## src/rtl/pkt_rx_pkg.sv

```systemverilog
package pkt_rx_pkg;

    localparam int CAUSE_W = 3;

    typedef enum logic [CAUSE_W-1:0] {
        CAUSE_NONE     = 3'd0,
        CAUSE_NO_START = 3'd1,
        CAUSE_NO_END   = 3'd2,
        CAUSE_ERR_FLAG = 3'd3,
        CAUSE_PARITY   = 3'd4,
        CAUSE_STRAY    = 3'd5,
        CAUSE_BAD_MOD  = 3'd6
    } cause_e;

endpackage

```

## src/rtl/pkt_rx_frame.sv

```systemverilog
module pkt_rx_frame
    import pkt_rx_pkg::*;
#(
    parameter int MOD_W = 2
) (
    input  logic             clk,
    input  logic             rst_n,
    input  logic             valid,
    input  logic             sop,
    input  logic             eop,
    input  logic             err,
    input  logic [MOD_W-1:0] mod,
    input  logic             par_bad,
    output logic             fwd,
    output logic             st_fire,
    output logic             st_ok,
    output cause_e           st_code
);
    typedef struct packed {
        logic   open;
        cause_e cause;
    } frame_t;

    frame_t frame_d, frame_q;
    cause_e word_cause;
    cause_e base_cause;
    cause_e acc_cause;

    always_comb begin
        if (par_bad)                 word_cause = CAUSE_PARITY;
        else if (err && eop)         word_cause = CAUSE_ERR_FLAG;
        else if (err)                word_cause = CAUSE_STRAY;
        else if (mod != '0 && !eop)  word_cause = CAUSE_BAD_MOD;
        else                         word_cause = CAUSE_NONE;
    end

    always_comb begin
        frame_d    = frame_q;
        fwd        = 1'b0;
        st_fire    = 1'b0;
        st_ok      = 1'b0;
        st_code    = CAUSE_NONE;
        base_cause = sop ? CAUSE_NONE : frame_q.cause;
        acc_cause  = (base_cause != CAUSE_NONE) ? base_cause : word_cause;

        if (valid) begin
            if (!frame_q.open && !sop) begin
                st_fire = 1'b1;
                st_code = CAUSE_NO_START;
            end else begin
                fwd = 1'b1;
                if (sop && frame_q.open) begin
                    st_fire = 1'b1;
                    st_code = CAUSE_NO_END;
                end else if (eop) begin
                    st_fire = 1'b1;
                    st_ok   = (acc_cause == CAUSE_NONE);
                    st_code = acc_cause;
                end
                if (eop) begin
                    frame_d.open  = 1'b0;
                    frame_d.cause = CAUSE_NONE;
                end else begin
                    frame_d.open  = 1'b1;
                    frame_d.cause = acc_cause;
                end
            end
        end
    end

    always_ff @(posedge clk) begin
        if (!rst_n) begin
            frame_q.open  <= 1'b0;
            frame_q.cause <= CAUSE_NONE;
        end else begin
            frame_q <= frame_d;
        end
    end
endmodule

```

## config.mk

```make
export PLATFORM = sky130hd
export DESIGN_NAME = pkt_rx_frame
export DESIGN_NICKNAME = d
export VERILOG_FILES = /design/src/rtl/pkt_rx_pkg.sv /design/src/rtl/pkt_rx_frame.sv
export SDC_FILE = /design/constraint.sdc
export NUM_CORES = 1
export LEC_CHECK = 0
export ABC_AREA = 1
export BUFFER_PORTS_ARGS = -buffer_cell sky130_fd_sc_hd__buf_4
export CAP_MARGIN = 20
export CORE_AREA = 5 5 42 44
export CTS_BUF_LIST = sky130_fd_sc_hd__clkbuf_16
export CTS_CLUSTER_SIZE = 14
export DETAILED_ROUTE_END_ITERATION = 8
export DIE_AREA = 0 0 47 49
export GPL_TIMING_DRIVEN = 0
export PLACE_DENSITY = 0.49
export SLEW_MARGIN = 20
export SYNTH_ARGS = -nofsm -noshare
export SYNTH_HDL_FRONTEND = slang
export SYNTH_SLANG_ARGS = --single-unit
```

## constraint.sdc

```tcl
create_clock -name clk -period 1.5 [get_ports clk]
set_clock_uncertainty 0.15 [all_clocks]
set_input_delay 0.3 -clock clk [delete_from_list [all_inputs] [get_ports clk]]
set_output_delay 0.3 -clock clk [all_outputs]
set_load 0.005 [all_outputs]
```

## After elaboration in Yosys (flattened, before gate mapping)

Cells that the tools add are included.

- Bits in writable memories: 0
- Input bits: 9
- Latch bits: 0
- Word-level logic and storage cells: 35
- Bits in read-only memories: 0
- Register bits after elaboration: 4
- Memories kept: 0

- Bitwise operators: 1
- Magnitude comparators: 0
- Add/sub/neg operators: 0
- Divide/modulo/power cells: 0
- Multiply operators: 0
- Reductions and logical operators: 11
- Shift operators: 0
- Multiplexer cells: 21
- Equal/unequal tests: 0

Operators by type and width:

| kind | count |
|---|---|
| 3-bit 2-to-1 mux | 10 |
| 1-bit 2-to-1 mux | 10 |
| 1-bit logical AND | 4 |
| 4-bit 2-to-1 mux | 1 |
| 1-bit logical NOT | 3 |
| 3-bit logical NOT | 1 |
| 3-bit nonzero test | 1 |
| 2-bit AND reduction | 1 |
| 2-bit nonzero test | 1 |
| 1-bit inverter | 1 |

## Depth between registers and ports, before layout

Gate-level depths: netlist of the first run.

- Word-level depth: 12
- Gate-level depth with buffers: 8
- Mapped depth without buffers: 8

## Least setup slack after synthesis of the first run

OpenSTA, ideal clock, no wires.

- Path kind: register to output
- Start: register frame_q[2] in the netlist's numbering
- End: output st_ok
- Data required time: 1050 ps
- Stages on the path, launching flop included: 7
- Setup slack: 107 ps
- Path buffers: 0
- Arrival time: 943 ps
- Path through: dfxtp_1 inv_1 o21ai_0 nand2_1 nand2_1 nand3_1 nor2_1

- Longest elaborated chain between the ends: 8

Ends and longest elaborated chain:

| element | RTL line | RTL |
|---|---|---|
| start: declaration | pkt_rx_frame.sv:24 | `frame_t frame_d, frame_q;` |
| start signal: assignment | pkt_rx_frame.sv:76 | `frame_q <= frame_d;` |
| 3-bit 2-to-1 mux (*) | pkt_rx_frame.sv:43 | `base_cause = sop ? CAUSE_NONE : frame_q.cause;` |
| 3-bit nonzero test | pkt_rx_frame.sv:44 | `acc_cause = (base_cause != CAUSE_NONE) ? base_cause : word_cause;` |
| 3-bit 2-to-1 mux (*) | pkt_rx_frame.sv:44 |  |
| 3-bit logical NOT (*) | pkt_rx_frame.sv:57 | `st_ok = (acc_cause == CAUSE_NONE);` |
| 1-bit 2-to-1 mux (*) | pkt_rx_frame.sv:55 | `end else if (eop) begin` |
| 1-bit 2-to-1 mux (*) | pkt_rx_frame.sv:52 | `if (sop && frame_q.open) begin` |
| 1-bit 2-to-1 mux (*) | pkt_rx_frame.sv:47 | `if (!frame_q.open && !sop) begin` |
| 1-bit 2-to-1 mux (*) | pkt_rx_frame.sv:46 | `if (valid) begin` |
| end: declaration | pkt_rx_frame.sv:16 | `output logic st_ok,` |

Mark *: on every way between the ends. The rest lies on a longest branch, timed or not.

## Final worst setup path of the first run

- Start: register frame_q[0] in the netlist's numbering
- End: output st_ok

The elaborated chain is that of the path after synthesis.

==> results of run 1 <==
[metrics by stage]
step | power [mW] | area, um2 | TNS [ns]
2_1_floorplan | 0.1716 | 369.1 | 0
3_3_place_gp | 0.2172 | 494.2 | -0.5319
3_5_place_dp | 0.2162 | 494.2 | -0.4959
4_1_cts | 0.6437 | 614.3 | -0.7154
5_1_grt | 0.6830 | 646.9 | -1.202
6_report | 0.6447 | 646.9 | -0.7810
[layer usage]
metal  share of wire  vias to the layer above
met2            0.53                       13
met3           0.044                        2
met4           0.017                        0
met5               0                        -
met1            0.41                      200
li1                -                      237
[cell type report]
type	instances	area [um2]
Tap cell	16	20.02
Sequential cell	4	85.08
Timing Repair Buffer	18	135.1
Multi-Input combinational cell	45	294.0
Clock buffer	3	75.07
Inverter	10	37.54
Fill cell	142	754.5
[cells in the final DEF, fill, tap and decap left out, drive strengths merged]
cell and instances:
nand2 16, o21ai 6, a21oi 7, inv 10
clkbuf 3, nor3 1, or2 1, nor2 6
dfxtp 4, nand3 7, a31oi 1, buf 18
[worst paths after layout]
check | startpoint | endpoint | slack [ns]
max reg2reg | frame_q[3] | frame_q[2] | 0.24
min | rst_n | frame_q[0] | 0.20
max | frame_q[0] | st_ok | -0.19
min reg2reg | frame_q[2] | frame_q[2] | 0.32
[what timing repair did]
item | CTS | global route
endpoints found under the setup margin | 6 | 6
setup buffers | 2 | 2
hold buffers | 0 | 0
pin swaps | 4 | 2
gates resized for setup | 14 | 5
[Yosys cell counts]
library cell              instances
sky130_fd_sc_hd__nand2_1         12
sky130_fd_sc_hd__inv_1            8
sky130_fd_sc_hd__nand3_1          7
sky130_fd_sc_hd__a21oi_1          6
sky130_fd_sc_hd__dfxtp_1          4
sky130_fd_sc_hd__nor2_1           4
sky130_fd_sc_hd__o21ai_0          4
sky130_fd_sc_hd__nand2_2          3
sky130_fd_sc_hd__inv_2            2
sky130_fd_sc_hd__nor2_4           2
sky130_fd_sc_hd__a21oi_2          1
sky130_fd_sc_hd__a31oi_1          1
sky130_fd_sc_hd__nand2_4          1
sky130_fd_sc_hd__nor3_4           1
sky130_fd_sc_hd__o21ai_1          1
sky130_fd_sc_hd__o21ai_2          1
sky130_fd_sc_hd__or2_4            1
[logic make-up after synthesis]
kind of cell | after synthesis | synth area share
buffers and inverters | 10 | 0.1017
DFF | 4 | 0.2170
and+or+nand+nor | 31 | 0.4678
AOI/OAI and AO/OA | 14 | 0.2136
[report_power, final]
group,switching [mW],total [mW],internal [mW]
Combinational,0.0663,0.125,0.0582
Sequential,0.00293,0.115,0.112
Clock,0.0656,0.405,0.340
[worst register-to-register path, stage by stage, from the launching register on]
cell,delay (ns)
sky130_fd_sc_hd__dfxtp_2,0.32
sky130_fd_sc_hd__or2_4,0.15
sky130_fd_sc_hd__nand2_8,0.06
sky130_fd_sc_hd__buf_4,0.15
sky130_fd_sc_hd__nor2_4,0.11
sky130_fd_sc_hd__nand3_1,0.11
sky130_fd_sc_hd__a21oi_1,0.14
==> impl_metrics.prom, run 1 <==
# TYPE chip_impl_metric gauge
chip_impl_metric{name="grt_start_max_net_pins",unit=""} 8
chip_impl_metric{name="die_w",unit="um"} 47
chip_impl_metric{name="core-area",unit="um2"} 1401
chip_impl_metric{name="min_path_cells",unit=""} 3
chip_impl_info{name="crit_path_cell_trace",value="nand2_2 -> nand2_2 -> nor2_4 -> nand3_2 -> nand2_2 -> nand3_1 -> nor2_1 -> buf_4"} 1
chip_impl_info{name="cp_top_family",value="simple AND/OR/NAND/NOR gates"} 1
chip_impl_metric{name="synth-seq-cells",unit=""} 4
chip_impl_metric{name="yosysTopAreaCellShare",unit=""} 0.2169
chip_impl_metric{name="fin_nets",unit=""} 91
chip_impl_metric{name="total_leakage_power",unit="nW"} 0.2935
chip_impl_metric{name="vias",unit=""} 452
chip_impl_metric{name="synth.cell_area",unit="um2"} 369.1
chip_impl_metric{name="finalWorstSetupSlack",unit="ns"} -0.1891
chip_impl_metric{name="globalRouteTotalUtil",unit=""} 0.1113
chip_impl_metric{name="final_cell_utilization_of_the_core",unit=""} 0.4616
chip_impl_metric{name="cts-htree-levels",unit=""} 1
chip_impl_info{name="cell_occurring_most_often_along_the_worst_timing_path",value="sky130_fd_sc_hd__nand2_2"} 1
chip_impl_metric{name="synth.distinct_cells",unit=""} 17
chip_impl_metric{name="critical_path_buf_inv_count",unit=""} 1
chip_impl_metric{name="yosysSeqAreaShare",unit=""} 0.2169
chip_impl_metric{name="num_rows",unit=""} 14
chip_impl_metric{name="globalRouteMet2Util",unit=""} 0.1516
chip_impl_metric{name="syn-instance-count",unit=""} 59
chip_impl_metric{name="antenna_violations_before_repair",unit=""} 0
chip_impl_metric{name="detail-route-antenna-nets",unit=""} 0
chip_impl_info{name="largest_registers_in_the_final_layout",value="frame_q x4"} 1
chip_impl_metric{name="floorplan.die_area",unit="um2"} 2303
chip_impl_metric{name="final-hold-violation-count",unit=""} 0
chip_impl_metric{name="die_h",unit="um"} 49
chip_impl_metric{name="finalCritPeriodShare",unit=""} 1.126
chip_impl_metric{name="worst_ep_arrival_time",unit="ns"} 1.24
chip_impl_info{name="clk_root_buffer_cell",value="sky130_fd_sc_hd__clkbuf_16"} 1
chip_impl_metric{name="drt_iter0_markers",unit=""} 8
chip_impl_metric{name="final.hold.worst_slack",unit="ns"} 0.2043
chip_impl_metric{name="worst_slew_margin_rel",unit=""} 0.8613
chip_impl_metric{name="postRouteWirelength",unit="um"} 1058
chip_impl_metric{name="syn-num-nets",unit=""} 68
chip_impl_metric{name="n_antenna_cell",unit=""} 0
chip_impl_metric{name="post_layout_nonfiller_instances",unit=""} 96
chip_impl_metric{name="floorplan.initialDensity",unit=""} 0.2634
chip_impl_metric{name="post-route-drc-count",unit=""} 0
chip_impl_metric{name="pre_cts_slack",unit="ns"} -0.1952
chip_impl_metric{name="fraction_of_final_layout_cells_sized_beyond_drive_strength_1",unit=""} 0.5875
chip_impl_metric{name="io_buffers",unit=""} 14
chip_impl_metric{name="grt_first_pass_wirelength",unit="um"} 1821
chip_impl_metric{name="largest_voltage_drop_on_the_vdd_net",unit="uV"} 715.6
chip_impl_metric{name="grt_util_met3",unit=""} 0.03321
chip_impl_info{name="startpoint_type",value="flop"} 1
chip_impl_metric{name="clock-sinks",unit=""} 4
chip_impl_metric{name="fin_max_slew_vios",unit=""} 0
chip_impl_metric{name="drt-vias-per-instance",unit=""} 4.708
chip_impl_metric{name="routabilityCongestion",unit=""} 0.7432
chip_impl_info{name="slowest_stage",value="sky130_fd_sc_hd__dfxtp_2"} 1
chip_impl_info{name="failed_checks",value="negative setup slack"} 1
chip_impl_metric{name="synth.avg_cell_area",unit="um2"} 6.256
chip_impl_metric{name="cts_made_buffers",unit=""} 3
chip_impl_metric{name="wl_per_instance",unit="um"} 11.02
chip_impl_metric{name="cap_viol_max_count",unit=""} 0
chip_impl_metric{name="clk-insertion-delay-late",unit="ns"} 0.22
chip_impl_metric{name="detail_route.first_pass.iterations",unit=""} 4
chip_impl_info{name="largest_register",value="frame_q"} 1
chip_impl_metric{name="power.density",unit="nW/um2"} 996.6
chip_impl_metric{name="use_met1",unit=""} 0.1407
chip_impl_info{name="rsz0062_at_grt",value="yes"} 1
chip_impl_metric{name="via_count_of_the_first_global_routing_pass",unit=""} 408
chip_impl_metric{name="place_hpwl",unit="um"} 765.2
chip_impl_metric{name="worstPathRequired",unit="ns"} 1.05
chip_impl_metric{name="floorplan.io_pins",unit=""} 15
chip_impl_metric{name="cts_max_path_buffers",unit=""} 2
chip_impl_metric{name="worst-slew-pin-transition",unit="ns"} 0.2067
chip_impl_metric{name="cell_count_post_placement",unit=""} 89
chip_impl_info{name="setup.worst_path.class",value="flop to primary output"} 1
chip_impl_metric{name="final_period_minus_worst_setup_slack",unit="ns"} 1.689
chip_impl_info{name="end_kind",value="primary output"} 1
chip_impl_metric{name="setup_viol",unit=""} 5
chip_impl_metric{name="area_growth_syn_to_layout",unit="%"} 75.25
chip_impl_metric{name="maxClockFrequency",unit="MHz"} 592.0
chip_impl_metric{name="overflow",unit=""} 0
chip_impl_metric{name="cp_slowest_stage_delay",unit="ns"} 0.32
chip_impl_metric{name="critical_path_peak_fanout",unit=""} 3
chip_impl_info{name="synth_top_cells_by_area",value="sky130_fd_sc_hd__dfxtp_1, sky130_fd_sc_hd__nand2_1, sky130_fd_sc_hd__nand3_1"} 1
chip_impl_info{name="run_status",value="complete, but fails checks"} 1
chip_impl_info{name="tritoncts_clock_tree",value="yes"} 1
chip_impl_info{name="synthDominantAreaCellType",value="sky130_fd_sc_hd__dfxtp_1"} 1
chip_impl_metric{name="crit_cells",unit=""} 8
chip_impl_metric{name="largest_register_ff_count",unit=""} 4
chip_impl_info{name="hold_crit_path_type",value="input port to flop"} 1
chip_impl_info{name="most_heavily_used_metal_layer_in_global_routing",value="met2"} 1
chip_impl_metric{name="ys.warnings.count",unit=""} 0
chip_impl_metric{name="reg2reg_depth",unit=""} 6
chip_impl_metric{name="path_clk_slew",unit="ns"} 0.03
(Power assumes the default switching activity.)
==> run 2, diff against run 1 <==
- MAX_ROUTING_LAYER: default -> met4
==> impl_metrics.prom, run 2 (synthesis gave the netlist of run 1 again) <==
# TYPE chip_impl_metric gauge
chip_impl_metric{name="critical_path_buf_inv_count",unit=""} 1
chip_impl_info{name="startpoint_type",value="flop"} 1
chip_impl_metric{name="reg2reg_slack",unit="ns"} 0.24
chip_impl_metric{name="antenna_violations_before_repair",unit=""} 0
chip_impl_metric{name="critical_path_peak_fanout",unit=""} 3
chip_impl_metric{name="fin_max_slew_vios",unit=""} 0
chip_impl_metric{name="drt-vias-per-instance",unit=""} 4.740
chip_impl_metric{name="internal_power_of_the_cells",unit="mW"} 0.5098
chip_impl_metric{name="total_leakage_power",unit="nW"} 0.2935
chip_impl_metric{name="crit_cells",unit=""} 8
chip_impl_metric{name="maxClockFrequency",unit="MHz"} 592.7
chip_impl_metric{name="vias",unit=""} 455
chip_impl_metric{name="setup_viol",unit=""} 5
chip_impl_metric{name="power_switching_share",unit=""} 0.2092
chip_impl_metric{name="finalWorstSetupSlack",unit="ns"} -0.1872
chip_impl_info{name="largest_register",value="frame_q"} 1
chip_impl_metric{name="final_period_minus_worst_setup_slack",unit="ns"} 1.687
chip_impl_info{name="clk_root_buffer_cell",value="sky130_fd_sc_hd__clkbuf_16"} 1
chip_impl_metric{name="floorplan.initialDensity",unit=""} 0.2634
chip_impl_info{name="cell_occurring_most_often_along_the_worst_timing_path",value="sky130_fd_sc_hd__nand2_2"} 1
chip_impl_info{name="run_status",value="complete, but fails checks"} 1
chip_impl_info{name="layout_commonest_cell",value="sky130_fd_sc_hd__buf_4"} 1
chip_impl_metric{name="cts_max_path_buffers",unit=""} 2
chip_impl_info{name="slowest_stage",value="sky130_fd_sc_hd__dfxtp_2"} 1
chip_impl_metric{name="worst_ep_arrival_time",unit="ns"} 1.24
chip_impl_metric{name="fraction_of_final_layout_cells_sized_beyond_drive_strength_1",unit=""} 0.5875
chip_impl_metric{name="fin_nets",unit=""} 91
chip_impl_metric{name="core-area",unit="um2"} 1401
chip_impl_metric{name="cts_made_buffers",unit=""} 3
chip_impl_metric{name="via_count_of_the_first_global_routing_pass",unit=""} 410
chip_impl_info{name="tritoncts_clock_tree",value="yes"} 1
chip_impl_metric{name="detail-route-antenna-nets",unit=""} 0
chip_impl_metric{name="globalRouteTotalUtil",unit=""} 0.1141
chip_impl_info{name="crit_path_cell_trace",value="nand2_2 -> nand2_2 -> nor2_4 -> nand3_2 -> nand2_2 -> nand3_1 -> nor2_1 -> buf_4"} 1
chip_impl_info{name="largest_registers_in_the_final_layout",value="frame_q x4"} 1
chip_impl_metric{name="largest_register_ff_count",unit=""} 4
chip_impl_info{name="layout_common_cells",value="sky130_fd_sc_hd__buf_4, sky130_fd_sc_hd__nand2_1, sky130_fd_sc_hd__inv_1, sky130_fd_sc_hd__nand3_1, sky130_fd_sc_hd__a21oi_1"} 1
chip_impl_metric{name="drt_iter0_markers",unit=""} 8
chip_impl_metric{name="cp_slowest_stage_delay",unit="ns"} 0.32
chip_impl_metric{name="postRouteWirelength",unit="um"} 1057
chip_impl_metric{name="n_antenna_cell",unit=""} 0
chip_impl_metric{name="overflow",unit=""} 0
chip_impl_metric{name="floorplan.io_pins",unit=""} 15
chip_impl_metric{name="final_cell_utilization_of_the_core",unit=""} 0.4616
chip_impl_metric{name="reg2reg_depth",unit=""} 6
chip_impl_metric{name="power.clock.fraction",unit=""} 0.629
chip_impl_metric{name="post-route-drc-count",unit=""} 0
chip_impl_metric{name="wl_per_instance",unit="um"} 11.01
chip_impl_metric{name="path_clk_slew",unit="ns"} 0.03
chip_impl_metric{name="comb_power_share",unit=""} 0.193
chip_impl_metric{name="finalCritPeriodShare",unit=""} 1.125
chip_impl_metric{name="worst-slew-pin-transition",unit="ns"} 0.2068
chip_impl_info{name="failed_checks",value="negative setup slack"} 1
chip_impl_metric{name="area_growth_syn_to_layout",unit="%"} 75.25
chip_impl_info{name="rsz0062_at_grt",value="yes"} 1
chip_impl_metric{name="detail_route.first_pass.iterations",unit=""} 4
chip_impl_metric{name="grt_first_pass_wirelength",unit="um"} 1821
chip_impl_metric{name="worst_slew_margin_rel",unit=""} 0.8612
chip_impl_info{name="end_kind",value="primary output"} 1
chip_impl_metric{name="pre_cts_slack",unit="ns"} -0.1952
chip_impl_metric{name="place_hpwl",unit="um"} 765.2
chip_impl_metric{name="share_seq_of_total_power",unit=""} 0.178
chip_impl_metric{name="io_buffers",unit=""} 14
chip_impl_metric{name="worstPathRequired",unit="ns"} 1.05
chip_impl_metric{name="cts-htree-levels",unit=""} 1
chip_impl_metric{name="die_h",unit="um"} 49
chip_impl_metric{name="grt_start_max_net_pins",unit=""} 8
chip_impl_metric{name="floorplan.die_area",unit="um2"} 2303
chip_impl_metric{name="min_path_cells",unit=""} 3
chip_impl_info{name="hold_crit_path_type",value="input port to flop"} 1
chip_impl_info{name="cp_top_family",value="simple AND/OR/NAND/NOR gates"} 1
chip_impl_info{name="setup.worst_path.class",value="flop to primary output"} 1
chip_impl_metric{name="die_w",unit="um"} 47
chip_impl_metric{name="num_rows",unit=""} 14
chip_impl_metric{name="largest_voltage_drop_on_the_vdd_net",unit="uV"} 715.6
chip_impl_metric{name="cap_viol_max_count",unit=""} 0
chip_impl_metric{name="routabilityCongestion",unit=""} 0.7525
chip_impl_metric{name="cts_hold_buffers",unit=""} 0
chip_impl_metric{name="switching_power",unit="mW"} 0.1349
chip_impl_metric{name="clock-sinks",unit=""} 4
chip_impl_metric{name="clk-insertion-delay-late",unit="ns"} 0.22
chip_impl_metric{name="power.density",unit="nW/um2"} 996.7
chip_impl_metric{name="final-hold-violation-count",unit=""} 0
chip_impl_metric{name="report.power.total",unit="mW"} 0.6447
==> run 2: power groups by stage <==
stage	registers, mW	clock network, mW	logic, mW
after detailed placement	0.115	0	0.101
after CTS	0.115	0.415	0.115
after floorplan	0.115	0	0.0570
final	0.115	0.405	0.125
after global routing	0.116	0.429	0.138
after global placement	0.115	0	0.102
==> run 2: final timing paths <==
check / from / end
setup / recovery: frame_q[0] / st_ok
hold / removal: rst_n / frame_q[0]
setup reg to reg: frame_q[3] / frame_q[2]
hold reg to reg: frame_q[2] / frame_q[2]
==> run 2: what timing repair did <==
action / 4_1_cts / 5_1_grt
resized for setup: 14 / 5
buffers inserted: 2 / 2
pin swaps: 4 / 2
endpoints found under the setup margin: 6 / 6
==> run 2: area by class of cell <==
| cell class | instances | area [um2] |
|---|---|---|
| clock buffer | 3 | 75.07 |
| multi-input combinational | 45 | 294.0 |
| sequential | 4 | 85.08 |
| timing repair buffer | 18 | 135.1 |
| inverter | 10 | 37.54 |
| fill | 142 | 754.5 |
| tap | 16 | 20.02 |
==> run 2: routing by layer <==
| layer | track usage | wire, um | up-vias |
|---|---|---|---|
| met4 | 0.08295 | 18 | 0 |
| met1 | 0.1407 | 428 | 202 |
| met5 | - | 0 | - |
| met2 | 0.1516 | 555 | 13 |
| li1 | - | - | 238 |
| met3 | 0.03321 | 54 | 2 |
==> run 2: worst register-to-register path, stage by stage, from the launching register on <==
cell and delay [ns]:
sky130_fd_sc_hd__dfxtp_2 0.32, sky130_fd_sc_hd__or2_4 0.15, sky130_fd_sc_hd__nand2_8 0.06, sky130_fd_sc_hd__buf_4 0.15, sky130_fd_sc_hd__nor2_4 0.11, sky130_fd_sc_hd__nand3_1 0.11
sky130_fd_sc_hd__a21oi_1 0.14
==> run 2: stage by stage <==
stage / instance area, um2 / cells / hold slack [ns] / TNS (ns)
floorplan: 369.1 / 59 / 0.2946 / 0
global placement: 494.2 / 89 / 0.3088 / -0.5319
detailed placement: 494.2 / 89 / 0.3136 / -0.4959
CTS: 614.3 / 94 / 0.2123 / -0.7154
global route: 646.9 / 96 / 0.2353 / -1.202
finish: 646.9 / 96 / 0.2043 / -0.7773
==> run 3, diff against run 2 <==
- CORE_AREA: 5 5 42 44 -> 2 2 39 41
- DIE_AREA: 0 0 47 49 -> 0 0 41 43
- MAX_ROUTING_LAYER: met4 -> default
- PLACE_DENSITY: 0.49 -> 0.51
- clock period: 1.5 -> 1.4 ns (I/O delays scaled with it)
==> impl_metrics.prom, run 3 (synthesis gave the netlist of run 1 again) <==
# TYPE chip_impl_metric gauge
chip_impl_metric{name="area_growth_syn_to_layout",unit="%"} 86.78
chip_impl_info{name="startpoint_type",value="flop"} 1
chip_impl_metric{name="floorplan.initialDensity",unit=""} 0.2667
chip_impl_info{name="cell_occurring_most_often_along_the_worst_timing_path",value="sky130_fd_sc_hd__nand2_2"} 1
chip_impl_metric{name="critical_path_peak_fanout",unit=""} 3
chip_impl_metric{name="setup_viol",unit=""} 6
chip_impl_metric{name="cts_made_buffers",unit=""} 3
chip_impl_metric{name="worstPathRequired",unit="ns"} 0.97
chip_impl_metric{name="place_hpwl",unit="um"} 684.3
chip_impl_info{name="setup.worst_path.class",value="flop to primary output"} 1
chip_impl_info{name="min-delay-start",value="rst_n"} 1
chip_impl_metric{name="fin_max_slew_vios",unit=""} 0
chip_impl_metric{name="drt-vias-per-instance",unit=""} 4.763
chip_impl_metric{name="antenna_violations_before_repair",unit=""} 0
chip_impl_metric{name="num_rows",unit=""} 14
chip_impl_metric{name="grt_first_pass_wirelength",unit="um"} 1552
chip_impl_info{name="slowest_stage",value="sky130_fd_sc_hd__dfxtp_2"} 1
chip_impl_metric{name="reg2reg_depth",unit=""} 6
chip_impl_metric{name="post_layout_nonfiller_instances",unit=""} 97
chip_impl_metric{name="report.power.total",unit="mW"} 0.7240
chip_impl_metric{name="power.density",unit="nW/um2"} 1050
chip_impl_metric{name="die_h",unit="um"} 43
chip_impl_info{name="worstHoldEndpoint",value="frame_q[2]"} 1
chip_impl_metric{name="core-area",unit="um2"} 1384
chip_impl_metric{name="pre_cts_slack",unit="ns"} -0.2256
chip_impl_metric{name="largest_voltage_drop_on_the_vdd_net",unit="uV"} 728.7
chip_impl_metric{name="setup-tns-final",unit="ns"} -1.436
chip_impl_metric{name="io_buffers",unit=""} 14
chip_impl_metric{name="via_count_of_the_first_global_routing_pass",unit=""} 392
chip_impl_metric{name="vias",unit=""} 462
chip_impl_metric{name="routabilityCongestion",unit=""} 0.7557
chip_impl_metric{name="grt_start_max_net_pins",unit=""} 7
chip_impl_metric{name="fraction_of_final_layout_cells_sized_beyond_drive_strength_1",unit=""} 0.6296
chip_impl_info{name="largest_register",value="frame_q"} 1
chip_impl_info{name="crit-reg2reg-launch",value="frame_q[3]"} 1
chip_impl_metric{name="final-hold-violation-count",unit=""} 0
chip_impl_metric{name="clk-insertion-delay-late",unit="ns"} 0.23
chip_impl_metric{name="layout.filler_cells",unit=""} 143
chip_impl_metric{name="total_leakage_power",unit="nW"} 0.3082
chip_impl_metric{name="floorplan.io_pins",unit=""} 15
chip_impl_metric{name="reg2reg_slack",unit="ns"} 0.08
chip_impl_metric{name="wl_per_instance",unit="um"} 11.36
chip_impl_info{name="worstReg2RegEnd",value="frame_q[1]"} 1
chip_impl_metric{name="floorplan.die_area",unit="um2"} 1763
chip_impl_metric{name="min_path_cells",unit=""} 3
chip_impl_metric{name="die_w",unit="um"} 41
chip_impl_info{name="layout_common_cells",value="sky130_fd_sc_hd__buf_4, sky130_fd_sc_hd__nand2_1, sky130_fd_sc_hd__inv_1, sky130_fd_sc_hd__nand2_2, sky130_fd_sc_hd__nand3_1"} 1
chip_impl_info{name="layout_commonest_cell",value="sky130_fd_sc_hd__buf_4"} 1
chip_impl_metric{name="worst-slew-pin-transition",unit="ns"} 0.2172
chip_impl_metric{name="drt_iter0_markers",unit=""} 1
chip_impl_metric{name="finalCritPeriodShare",unit=""} 1.206
chip_impl_metric{name="maxClockFrequency",unit="MHz"} 592.4
chip_impl_info{name="largest_registers_in_the_final_layout",value="frame_q x4"} 1
chip_impl_metric{name="post-route-drc-count",unit=""} 0
chip_impl_metric{name="globalRouteTotalUtil",unit=""} 0.1286
chip_impl_info{name="run_status",value="complete, but fails checks"} 1
chip_impl_metric{name="final_cell_utilization_of_the_core",unit=""} 0.4982
chip_impl_info{name="hold_crit_path_type",value="input port to flop"} 1
chip_impl_metric{name="finalWorstSetupSlack",unit="ns"} -0.2879
chip_impl_info{name="cp_top_family",value="simple AND/OR/NAND/NOR gates"} 1
chip_impl_metric{name="detail-route-antenna-nets",unit=""} 0
chip_impl_metric{name="cell_count_post_placement",unit=""} 89
chip_impl_metric{name="worst_ep_arrival_time",unit="ns"} 1.26
chip_impl_metric{name="cts_max_path_buffers",unit=""} 2
chip_impl_metric{name="postRouteWirelength",unit="um"} 1102
chip_impl_metric{name="cts-htree-levels",unit=""} 1
chip_impl_metric{name="overflow",unit=""} 0
chip_impl_metric{name="cp_slowest_stage_delay",unit="ns"} 0.33
chip_impl_info{name="crit_path_cell_trace",value="nand2_2 -> nand2_2 -> nor2_4 -> nand3_2 -> nand2_2 -> nand3_1 -> nor2_1 -> buf_4"} 1
chip_impl_metric{name="clock-sinks",unit=""} 4
chip_impl_info{name="end_kind",value="primary output"} 1
chip_impl_info{name="rsz0062_at_grt",value="yes"} 1
chip_impl_info{name="tritoncts_clock_tree",value="yes"} 1
chip_impl_metric{name="critical_path_buf_inv_count",unit=""} 1
chip_impl_metric{name="worst_slew_margin_rel",unit=""} 0.8542
chip_impl_metric{name="fin_nets",unit=""} 92
chip_impl_metric{name="n_antenna_cell",unit=""} 0
chip_impl_metric{name="path_clk_slew",unit="ns"} 0.03
chip_impl_metric{name="detail_route.first_pass.iterations",unit=""} 2
chip_impl_metric{name="cap_viol_max_count",unit=""} 0
chip_impl_info{name="clk_root_buffer_cell",value="sky130_fd_sc_hd__clkbuf_16"} 1
chip_impl_info{name="failed_checks",value="negative setup slack"} 1
chip_impl_metric{name="final_period_minus_worst_setup_slack",unit="ns"} 1.688
chip_impl_metric{name="largest_register_ff_count",unit=""} 4
run 3: worst max-delay path by stage:
stage               startpoint    endpoint  slack, ns  depth (start not counted)
floorplan           frame_q[2]       st_ok       0.03                          6
global placement           sop       st_ok      -0.22                          9
detailed placement         sop  st_code[0]      -0.23                          9
CTS                 frame_q[1]       st_ok      -0.28                          8
global route        frame_q[1]       st_ok      -0.41                          8
finish              frame_q[0]       st_ok      -0.29                          8
run 3: power by group:
part	switching, mW	leakage (nW)	internal, mW
Sequential	0.00360	0.0344	0.120
Clock	0.0860	0.0370	0.366
Combinational	0.0768	0.237	0.0722
run 3: repair_timing:
| action | in CTS | in global routing |
|---|---|---|
| buffers inserted | 2 | 3 |
| gates resized for setup | 17 | 9 |
| pin swaps | 6 | 6 |
| gates cloned | 0 | 0 |
| hold buffers | 0 | 0 |
| endpoints found under the setup margin | 6 | 6 |
run 3: routing by layer:
layer	vias to the layer above	part of all wire	track usage
li1	237	-	-
met1	214	0.44	0.1613
met2	9	0.51	0.1969
met3	2	0.036	0.01571
met4	0	0.014	0.08000
met5	-	0	0
run 3: layout make-up:
| cell class | instances | area [um2] | area share |
|---|---|---|---|
| Clock buffer | 3 | 75.07 | 0.1089 |
| Inverter | 10 | 37.54 | 0.05445 |
| Tap cell | 16 | 20.02 | 0.02904 |
| Sequential cell | 4 | 85.08 | 0.1234 |
| Timing Repair Buffer | 19 | 157.7 | 0.2287 |
| Multi-Input combinational cell | 45 | 314.1 | 0.4555 |
run 3: tightest hold or removal path: cells and delay by family:
family	cells	cell delay (ns)
AO/OA/AOI/OAI	1	0.10
buffers and inverters	2	0.14
run 3: metrics by stage:
step           hold slack [ns]  cell area, um2
3_3_place_gp            0.3064           494.2
5_1_grt                 0.2289           689.4
2_1_floorplan           0.2904           369.1
4_1_cts                 0.1894           629.4
6_report                0.1888           689.4
3_5_place_dp            0.3168           494.2
